$ cat src/rtl/sobel_edge_merge_pkg.sv
// Package: shared types for the binary Sobel edge merge unit.
// Assumes: one binary pixel per bit; a column holds the three row bits of
// one image column (top, middle, bottom).
package sobel_edge_merge_pkg;

    // Three vertically adjacent binary pixels of one image column.
    typedef struct packed {
        logic t;
        logic m;
        logic b;
    } col_t;

    localparam int unsigned RESP_W = 4;   // signed Sobel response width

    // Weighted column sum t + 2m + b, range 0..4.
    function automatic logic [2:0] col_weight(input col_t c);
        return {2'b00, c.t} + {1'b0, c.m, 1'b0} + {2'b00, c.b};
    endfunction

    // Weighted row sum across three columns, range 0..4.
    function automatic logic [2:0] row_weight(input logic l, input logic m,
                                              input logic r);
        return {2'b00, l} + {1'b0, m, 1'b0} + {2'b00, r};
    endfunction

endpackage

$ cat src/rtl/sem_col_unpack.sv
// Module: sem_col_unpack
// Turns the packed row words into one three-bit column per valid pixel.
// Assumes: WORD_W is a power of two and at least 2. Words are sampled on
// the start-of-row pixel and on every WORD_W-th pixel after it. Row flags
// are sampled at start-of-row and mask the top or bottom row for the row.
module sem_col_unpack
    import sobel_edge_merge_pkg::*;
#(
    parameter int unsigned WORD_W = 32
) (
    input  logic              clk,
    input  logic              rst_n,
    input  logic              in_vld,
    input  logic              in_sol,
    input  logic              in_first_row,
    input  logic              in_last_row,
    input  logic [WORD_W-1:0] in_top_word,
    input  logic [WORD_W-1:0] in_mid_word,
    input  logic [WORD_W-1:0] in_bot_word,
    output col_t              col_now
);
    localparam int unsigned IDX_W = $clog2(WORD_W);

    logic [IDX_W-1:0]  idx_q;
    logic [WORD_W-1:0] sh_top_q, sh_mid_q, sh_bot_q;
    logic              first_q, last_q;
    logic              load;
    logic              first_eff, last_eff;
    col_t              raw;

    // Sample the row words on the first pixel of each group.
    assign load      = in_vld && (in_sol || (idx_q == '0));
    // Row flags take effect in the same cycle as start-of-row.
    assign first_eff = in_sol ? in_first_row : first_q;
    assign last_eff  = in_sol ? in_last_row  : last_q;

    // Pixel index within the group, remaining word bits and row flags.
    always_ff @(posedge clk) begin
        if (!rst_n) begin
            idx_q    <= '0;
            sh_top_q <= '0;
            sh_mid_q <= '0;
            sh_bot_q <= '0;
            first_q  <= 1'b0;
            last_q   <= 1'b0;
        end else if (in_vld) begin
            idx_q <= in_sol ? IDX_W'(1) : idx_q + IDX_W'(1);
            if (load) begin
                sh_top_q <= in_top_word >> 1;
                sh_mid_q <= in_mid_word >> 1;
                sh_bot_q <= in_bot_word >> 1;
            end else begin
                sh_top_q <= sh_top_q >> 1;
                sh_mid_q <= sh_mid_q >> 1;
                sh_bot_q <= sh_bot_q >> 1;
            end
            if (in_sol) begin
                first_q <= in_first_row;
                last_q  <= in_last_row;
            end
        end
    end

    // Select the current column from the live words or the shifted copy.
    always_comb begin
        if (load) begin
            raw.t = in_top_word[0];
            raw.m = in_mid_word[0];
            raw.b = in_bot_word[0];
        end else begin
            raw.t = sh_top_q[0];
            raw.m = sh_mid_q[0];
            raw.b = sh_bot_q[0];
        end
        col_now.t = raw.t & ~first_eff;
        col_now.m = raw.m;
        col_now.b = raw.b & ~last_eff;
    end

endmodule

$ cat src/rtl/sem_window.sv
// Module: sem_window
// Holds the left and centre columns and the grayscale pixel of the pixel
// under evaluation. It presents the right column from the next cycle's
// live column, or zero after an end-of-row pixel.
// Assumes: in_vld is unbroken from start-of-row to end-of-row.
module sem_window
    import sobel_edge_merge_pkg::*;
#(
    parameter int unsigned PIX_W = 8
) (
    input  logic             clk,
    input  logic             rst_n,
    input  logic             in_vld,
    input  logic             in_sol,
    input  logic             in_eol,
    input  logic [PIX_W-1:0] in_pix,
    input  col_t             col_now,
    output logic             win_vld,
    output col_t             win_left,
    output col_t             win_mid,
    output col_t             win_right,
    output logic [PIX_W-1:0] win_pix
);
    logic win_eol;

    // Advance the window on each valid pixel; a row start clears the left.
    always_ff @(posedge clk) begin
        if (!rst_n) begin
            win_vld  <= 1'b0;
            win_left <= '0;
            win_mid  <= '0;
            win_pix  <= '0;
            win_eol  <= 1'b0;
        end else begin
            win_vld <= in_vld;
            if (in_vld) begin
                win_left <= in_sol ? col_t'('0) : win_mid;
                win_mid  <= col_now;
                win_pix  <= in_pix;
                win_eol  <= in_eol;
            end
        end
    end

    // The right neighbour is the column arriving now, unless the row ended.
    assign win_right = win_eol ? col_t'('0) : col_now;

endmodule

$ cat src/rtl/sem_sobel.sv
// Module: sem_sobel
// Evaluates both Sobel responses on a 3x3 binary window and reports
// whether the pixel is free of gradient (keep = 1) or an edge (keep = 0).
// EDGE_IMPL selects the zero test: 0 = NOR over the two 4-bit responses,
// 1 = sum of magnitudes compared with zero. Both give the same result.
module sem_sobel
    import sobel_edge_merge_pkg::*;
#(
    parameter int unsigned EDGE_IMPL = 0
) (
    input  col_t left,
    input  col_t mid,
    input  col_t right,
    output logic keep
);
    logic signed [RESP_W-1:0] resp_h, resp_v;
    logic [2:0]               w_left, w_right, w_top, w_bot;

    // Weighted sums of the outer columns and outer rows.
    always_comb begin
        w_left  = col_weight(left);
        w_right = col_weight(right);
        w_top   = row_weight(left.t, mid.t, right.t);
        w_bot   = row_weight(left.b, mid.b, right.b);
        resp_h  = $signed({1'b0, w_left}) - $signed({1'b0, w_right});
        resp_v  = $signed({1'b0, w_bot})  - $signed({1'b0, w_top});
    end

    generate
        if (EDGE_IMPL == 0) begin : g_nor
            // No gradient exactly when every response bit is zero.
            assign keep = ~(|{resp_h, resp_v});
        end else begin : g_mag
            logic [RESP_W-1:0] mag_h, mag_v;
            logic [RESP_W:0]   mag_sum;
            // Sum of absolute responses; a nonzero sum marks an edge.
            always_comb begin
                mag_h   = resp_h[RESP_W-1] ? RESP_W'(-resp_h) : RESP_W'(resp_h);
                mag_v   = resp_v[RESP_W-1] ? RESP_W'(-resp_v) : RESP_W'(resp_v);
                mag_sum = {1'b0, mag_h} + {1'b0, mag_v};
            end
            assign keep = (mag_sum == '0);
        end
    endgenerate

endmodule

$ cat src/rtl/sem_merge.sv
// Module: sem_merge
// Registers the merged pixel: the grayscale pixel ANDed with the keep bit
// copied across every pixel bit. Idle cycles drive zero.
module sem_merge #(
    parameter int unsigned PIX_W = 8
) (
    input  logic             clk,
    input  logic             rst_n,
    input  logic             win_vld,
    input  logic [PIX_W-1:0] win_pix,
    input  logic             keep,
    output logic             out_vld,
    output logic [PIX_W-1:0] out_pix
);
    // Output register for the merged pixel and its valid flag.
    always_ff @(posedge clk) begin
        if (!rst_n) begin
            out_vld <= 1'b0;
            out_pix <= '0;
        end else begin
            out_vld <= win_vld;
            out_pix <= win_vld ? (win_pix & {PIX_W{keep}}) : '0;
        end
    end

endmodule

$ cat src/rtl/sobel_edge_merge.sv
// Module: sobel_edge_merge (top)
// Binary Sobel edge detection merged into a grayscale pixel stream.
// Two-stage pipeline: the column window, then the Sobel test and merge.
// Assumes: rows arrive as unbroken valid bursts framed by in_sol/in_eol.
module sobel_edge_merge
    import sobel_edge_merge_pkg::*;
#(
    parameter int unsigned WORD_W    = 32,
    parameter int unsigned PIX_W     = 8,
    parameter int unsigned EDGE_IMPL = 0
) (
    input  logic              clk,
    input  logic              rst_n,
    input  logic              in_vld,
    input  logic              in_sol,
    input  logic              in_eol,
    input  logic              in_first_row,
    input  logic              in_last_row,
    input  logic [WORD_W-1:0] in_top_word,
    input  logic [WORD_W-1:0] in_mid_word,
    input  logic [WORD_W-1:0] in_bot_word,
    input  logic [PIX_W-1:0]  in_pix,
    output logic              out_vld,
    output logic [PIX_W-1:0]  out_pix
);
    col_t             col_now;
    col_t             win_left, win_mid, win_right;
    logic             win_vld;
    logic [PIX_W-1:0] win_pix;
    logic             keep;

    sem_col_unpack #(.WORD_W(WORD_W)) u_unpack (
        .clk          (clk),
        .rst_n        (rst_n),
        .in_vld       (in_vld),
        .in_sol       (in_sol),
        .in_first_row (in_first_row),
        .in_last_row  (in_last_row),
        .in_top_word  (in_top_word),
        .in_mid_word  (in_mid_word),
        .in_bot_word  (in_bot_word),
        .col_now      (col_now)
    );

    sem_window #(.PIX_W(PIX_W)) u_window (
        .clk       (clk),
        .rst_n     (rst_n),
        .in_vld    (in_vld),
        .in_sol    (in_sol),
        .in_eol    (in_eol),
        .in_pix    (in_pix),
        .col_now   (col_now),
        .win_vld   (win_vld),
        .win_left  (win_left),
        .win_mid   (win_mid),
        .win_right (win_right),
        .win_pix   (win_pix)
    );

    sem_sobel #(.EDGE_IMPL(EDGE_IMPL)) u_sobel (
        .left  (win_left),
        .mid   (win_mid),
        .right (win_right),
        .keep  (keep)
    );

    sem_merge #(.PIX_W(PIX_W)) u_merge (
        .clk     (clk),
        .rst_n   (rst_n),
        .win_vld (win_vld),
        .win_pix (win_pix),
        .keep    (keep),
        .out_vld (out_vld),
        .out_pix (out_pix)
    );

endmodule

$ cat config.mk
export PLATFORM = sky130hd
export DESIGN_NAME = sobel_edge_merge
export DESIGN_NICKNAME = d
export VERILOG_FILES = /design/src/rtl/sobel_edge_merge_pkg.sv /design/src/rtl/sem_col_unpack.sv /design/src/rtl/sem_window.sv /design/src/rtl/sem_sobel.sv /design/src/rtl/sem_merge.sv /design/src/rtl/sobel_edge_merge.sv
export SDC_FILE = /design/constraint.sdc
export NUM_CORES = 1
export LEC_CHECK = 0
export BUFFER_PORTS_ARGS = -buffer_cell sky130_fd_sc_hd__buf_2
export CAP_MARGIN = 10
export CORE_MARGIN = 2
export CORE_UTILIZATION = 45
export CTS_CLUSTER_DIAMETER = 30
export DETAILED_ROUTE_END_ITERATION = 8
export GPL_TIMING_DRIVEN = 0
export PLACE_DENSITY = 0.72
export RECOVER_POWER = 100
export SKIP_CTS_REPAIR_TIMING = 1
export SLEW_MARGIN = 0
export SYNTH_ARGS = -nofsm -noshare
export SYNTH_HDL_FRONTEND = slang
export SYNTH_SLANG_ARGS = --single-unit
$ cat constraint.sdc
create_clock -name clk -period 4.1 [get_ports clk]
set_input_delay 0.82 -clock clk [delete_from_list [all_inputs] [get_ports clk]]
set_output_delay 0.82 -clock clk [all_outputs]
set_load 0.03 [all_outputs]
==> qor.yml <==
clockBufferDepth: 2
ys_seq_area_share_pct: 44.19
cts_tree: "yes"
cp_max_fo: 8
clk_latency_ns: 0.42
dieArea_sq_um: 13500
status: "completed"
root_buffer: "clkbuf_16"
grt.busiest_layer: "met2"
area_delta_synth_final_pct: 24.19
synth.area.top_cells: "dfxtp_1, o21ai_0, a31oi_1"
tightest_slew_ns: 1.357
drt-wirelength-per-cell_um: 15.55
dieHeight_um: 116.2
setup_viol: 0
final_area_sq_um: 7033
stdcell_count: 1005
finalHoldViolations: 0
p_comb_share_pct: 12.3
synth_flop_cell: "dfxtp_1"
synth_nets: 808
via_count: 5737
clkPwrFrac_pct: 46.4
antenna_found_initial: 0
io_pins: 120
worst_ep_required_time_ns: 4.46
max_freq_mhz: 261.7
p_leak_uw: 0.002640
met2_usage_pct: 38.95
io_buffers: 117
period_minus_slack_ns: 3.821
dp_cells: 972
postRouteAntennaNets: 0
cts_buffers: 17
pwr-share-seq_pct: 41.3
slowest_stage: "fa_1"
syn_avg_cell_area_sq_um: 8.243
slew_viol_final: 0
grt_usage_pct: 23.74
dp_hpwl_mm: 10.74
initial_utilization_pct: 46.56
drc_errors: 0
path_delay_family: "adder cells"
h-tree-depth: 4
slowest_delay_ns: 0.49
die_w_um: 116.2
crit_path_start_kind: "flop"
ys_types: 35
yosysMostFrequentCell: "o21ai_0"
max-vdd-ir-drop_uv: 283.0
critical_path_arrival_ns: 4.18
maxCapViolCount: 0
min_period_over_period_pct: 93.20
cts_sinks: 125
grt_overflow: 0
slew_headroom_pct: 8.241
cp-end-kind: "flop"
synth_top_area_cell: "dfxtp_1"
swShare_pct: 24.78
min_path_type: "flop to flop"
syn_area_sq_um: 5663
rrSetupSlack_ns: 0.28
path_cells: "inv_1 > ha_1 > or4b_1 > clkbuf_2 > a21boi_4 > mux2_1 > fa_1 > fa_1 > inv_1 > ha_1 > nor4_1 > and4_2 > and2_1"
async_flop_share_pct: 0
fin_nets: 944
netlist.area_leader.share_pct: 44.19
worstSetupPathType: "flop to flop"
rsz0062_at_grt: "false"
grt_pass1_vias: 5291
use_met1_pct: 30.70
netlist_instances: 687
wl_mm: 15.63
use_met3_pct: 5.656
core_area_sq_um: 12160
synth-warning-count: 0
synth_edf_count: 0
dpl_cell_area_sq_um: 6459
grt_max_degree: 17
cellInternalPower_uw: 2437
synthTopCellsByCount: "o21ai_0, dfxtp_1, nand3_1"
crit_buf_inv: 3
synth_seq_cells: 125
cts.clk_slew.worst_paths_ns: 0.05
p_sw_uw: 802.6
power.density_nw_per_um2: 460.6
drive_above_1_share_pct: 18.78
grt_pass1_wl_mm: 25.34
drt_iter0_drc: 421
vias_per_cell: 5.708
globalplace.congestion: 0.8635
num_rows: 40
dr.pass1.iters: 5
skew_ns: 0.005931
[sequential cells by signal, indices dropped and copies added (netlist names)]
signal / cells
u_merge.out_pix: 8
u_merge.out_vld: 1
u_unpack.first_q: 1
u_unpack.idx_q: 5
u_unpack.last_q: 1
u_unpack.sh_bot_q: 31
u_unpack.sh_mid_q: 31
u_unpack.sh_top_q: 31
u_window.win_eol: 1
u_window.win_left: 3
u_window.win_mid: 3
u_window.win_pix: 8
u_window.win_vld: 1
[worst reg2reg max path: cells and delay by family, from the launching register on]
kind	cells	cell delay, ns
adder cells (fa/ha/maj)	4	1.31
flip-flops	1	0.34
multiplexers	1	0.38
AO/OA/AOI/OAI	1	0.28
AND/OR/NAND/NOR	4	1.17
buffers and inverters	3	0.28
[metal layers]
| layer | vias up | routed length (um) |
|---|---|---|
| met3 | 20 | 911 |
| met4 | 0 | 259 |
| met1 | 2716 | 7026 |
| met2 | 192 | 7427 |
| li1 | 2809 | - |
| met5 | - | 0 |
[cells in the final DEF (no fill, tap or decap), types with 3 or more instances in the layout]
cell type	count
dfxtp_1	125
nand3_1	98
buf_2	121
a31oi_1	92
o21ai_0	182
and2_1	11
inv_1	8
o22ai_1	3
mux2i_1	12
nand2_1	8
ha_1	6
nor3b_1	4
o21ai_1	3
clkbuf_16	17
clkbuf_8	6
nor2_1	5
nand2b_1	4
xor2_1	4
a21boi_0	6
fa_1	4
clkinv_2	4
nor2b_1	11
clkbuf_1	68
buf_1	8
o211ai_1	3
[cells by family (layout without fill, tap and decap cells)]
logic type / Yosys count / in the layout / synth area share, %
AO/OA/AOI/OAI: 292 / 292 / 28.68
XOR/XNOR: 5 / 5 / 0.7733
adder cells (fa/ha/maj): 10 / 10 / 2.740
buffers and inverters: 88 / 237 / 6.363
flip-flops: 125 / 125 / 44.19
multiplexers: 16 / 16 / 2.917
other: 0 / 1 / 0
AND/OR/NAND/NOR: 151 / 151 / 14.34
[power groups by stage]
stage               Sequential [uW]  Combinational, uW  Clock (uW)
finish                         1340                398        1500
detailed placement             1360                396           0
global placement               1360                382           0
floorplan                      1350                263           0
CTS                            1340                401        1520
global route                   1340                449        1600
[area by class of cell]
type                            instances  area [sq um]
Inverter                                9         33.78
Sequential cell                       125          2502
Clock inverter                          6         80.08
Clock buffer                           26         519.2
Tap cell                              168         210.2
Fill cell                            1129          5129
Timing Repair Buffer                  117         573.1
Antenna cell                            1         2.502
Buffer                                 79         316.6
Multi-Input combinational cell        474          2795
[final timing paths]
kind	startpoint	to	depth (start not counted)
worst max register to register	u_unpack.idx_q[0]	u_merge.out_pix[7]	13
worst min register to register	u_window.win_pix[0]	u_merge.out_pix[0]	1
worst min-delay path	u_window.win_pix[0]	u_merge.out_pix[0]	1
worst max-delay path	u_unpack.idx_q[0]	u_merge.out_pix[7]	13
[per-stage QoR]
| step | power, uW | hold slack, ns | util (%) | worst slack [ns] | setup TNS, ns |
|---|---|---|---|---|---|
| 2_1_floorplan | 1613 | 0.4205 | - | 0.3781 | 0 |
| 3_3_place_gp | 1739 | 0.4338 | 53.11 | -0.2733 | -2.164 |
| 3_5_place_dp | 1757 | 0.4454 | 53.11 | -0.3191 | -2.527 |
| 4_1_cts | 3256 | 0.4610 | 58.04 | 0.1081 | 0 |
| 5_1_grt | 3391 | 0.4724 | 57.81 | 0.01952 | 0 |
| 6_report | 3240 | 0.4567 | 57.83 | 0.2789 | 0 |
(Power assumes the default switching activity.)
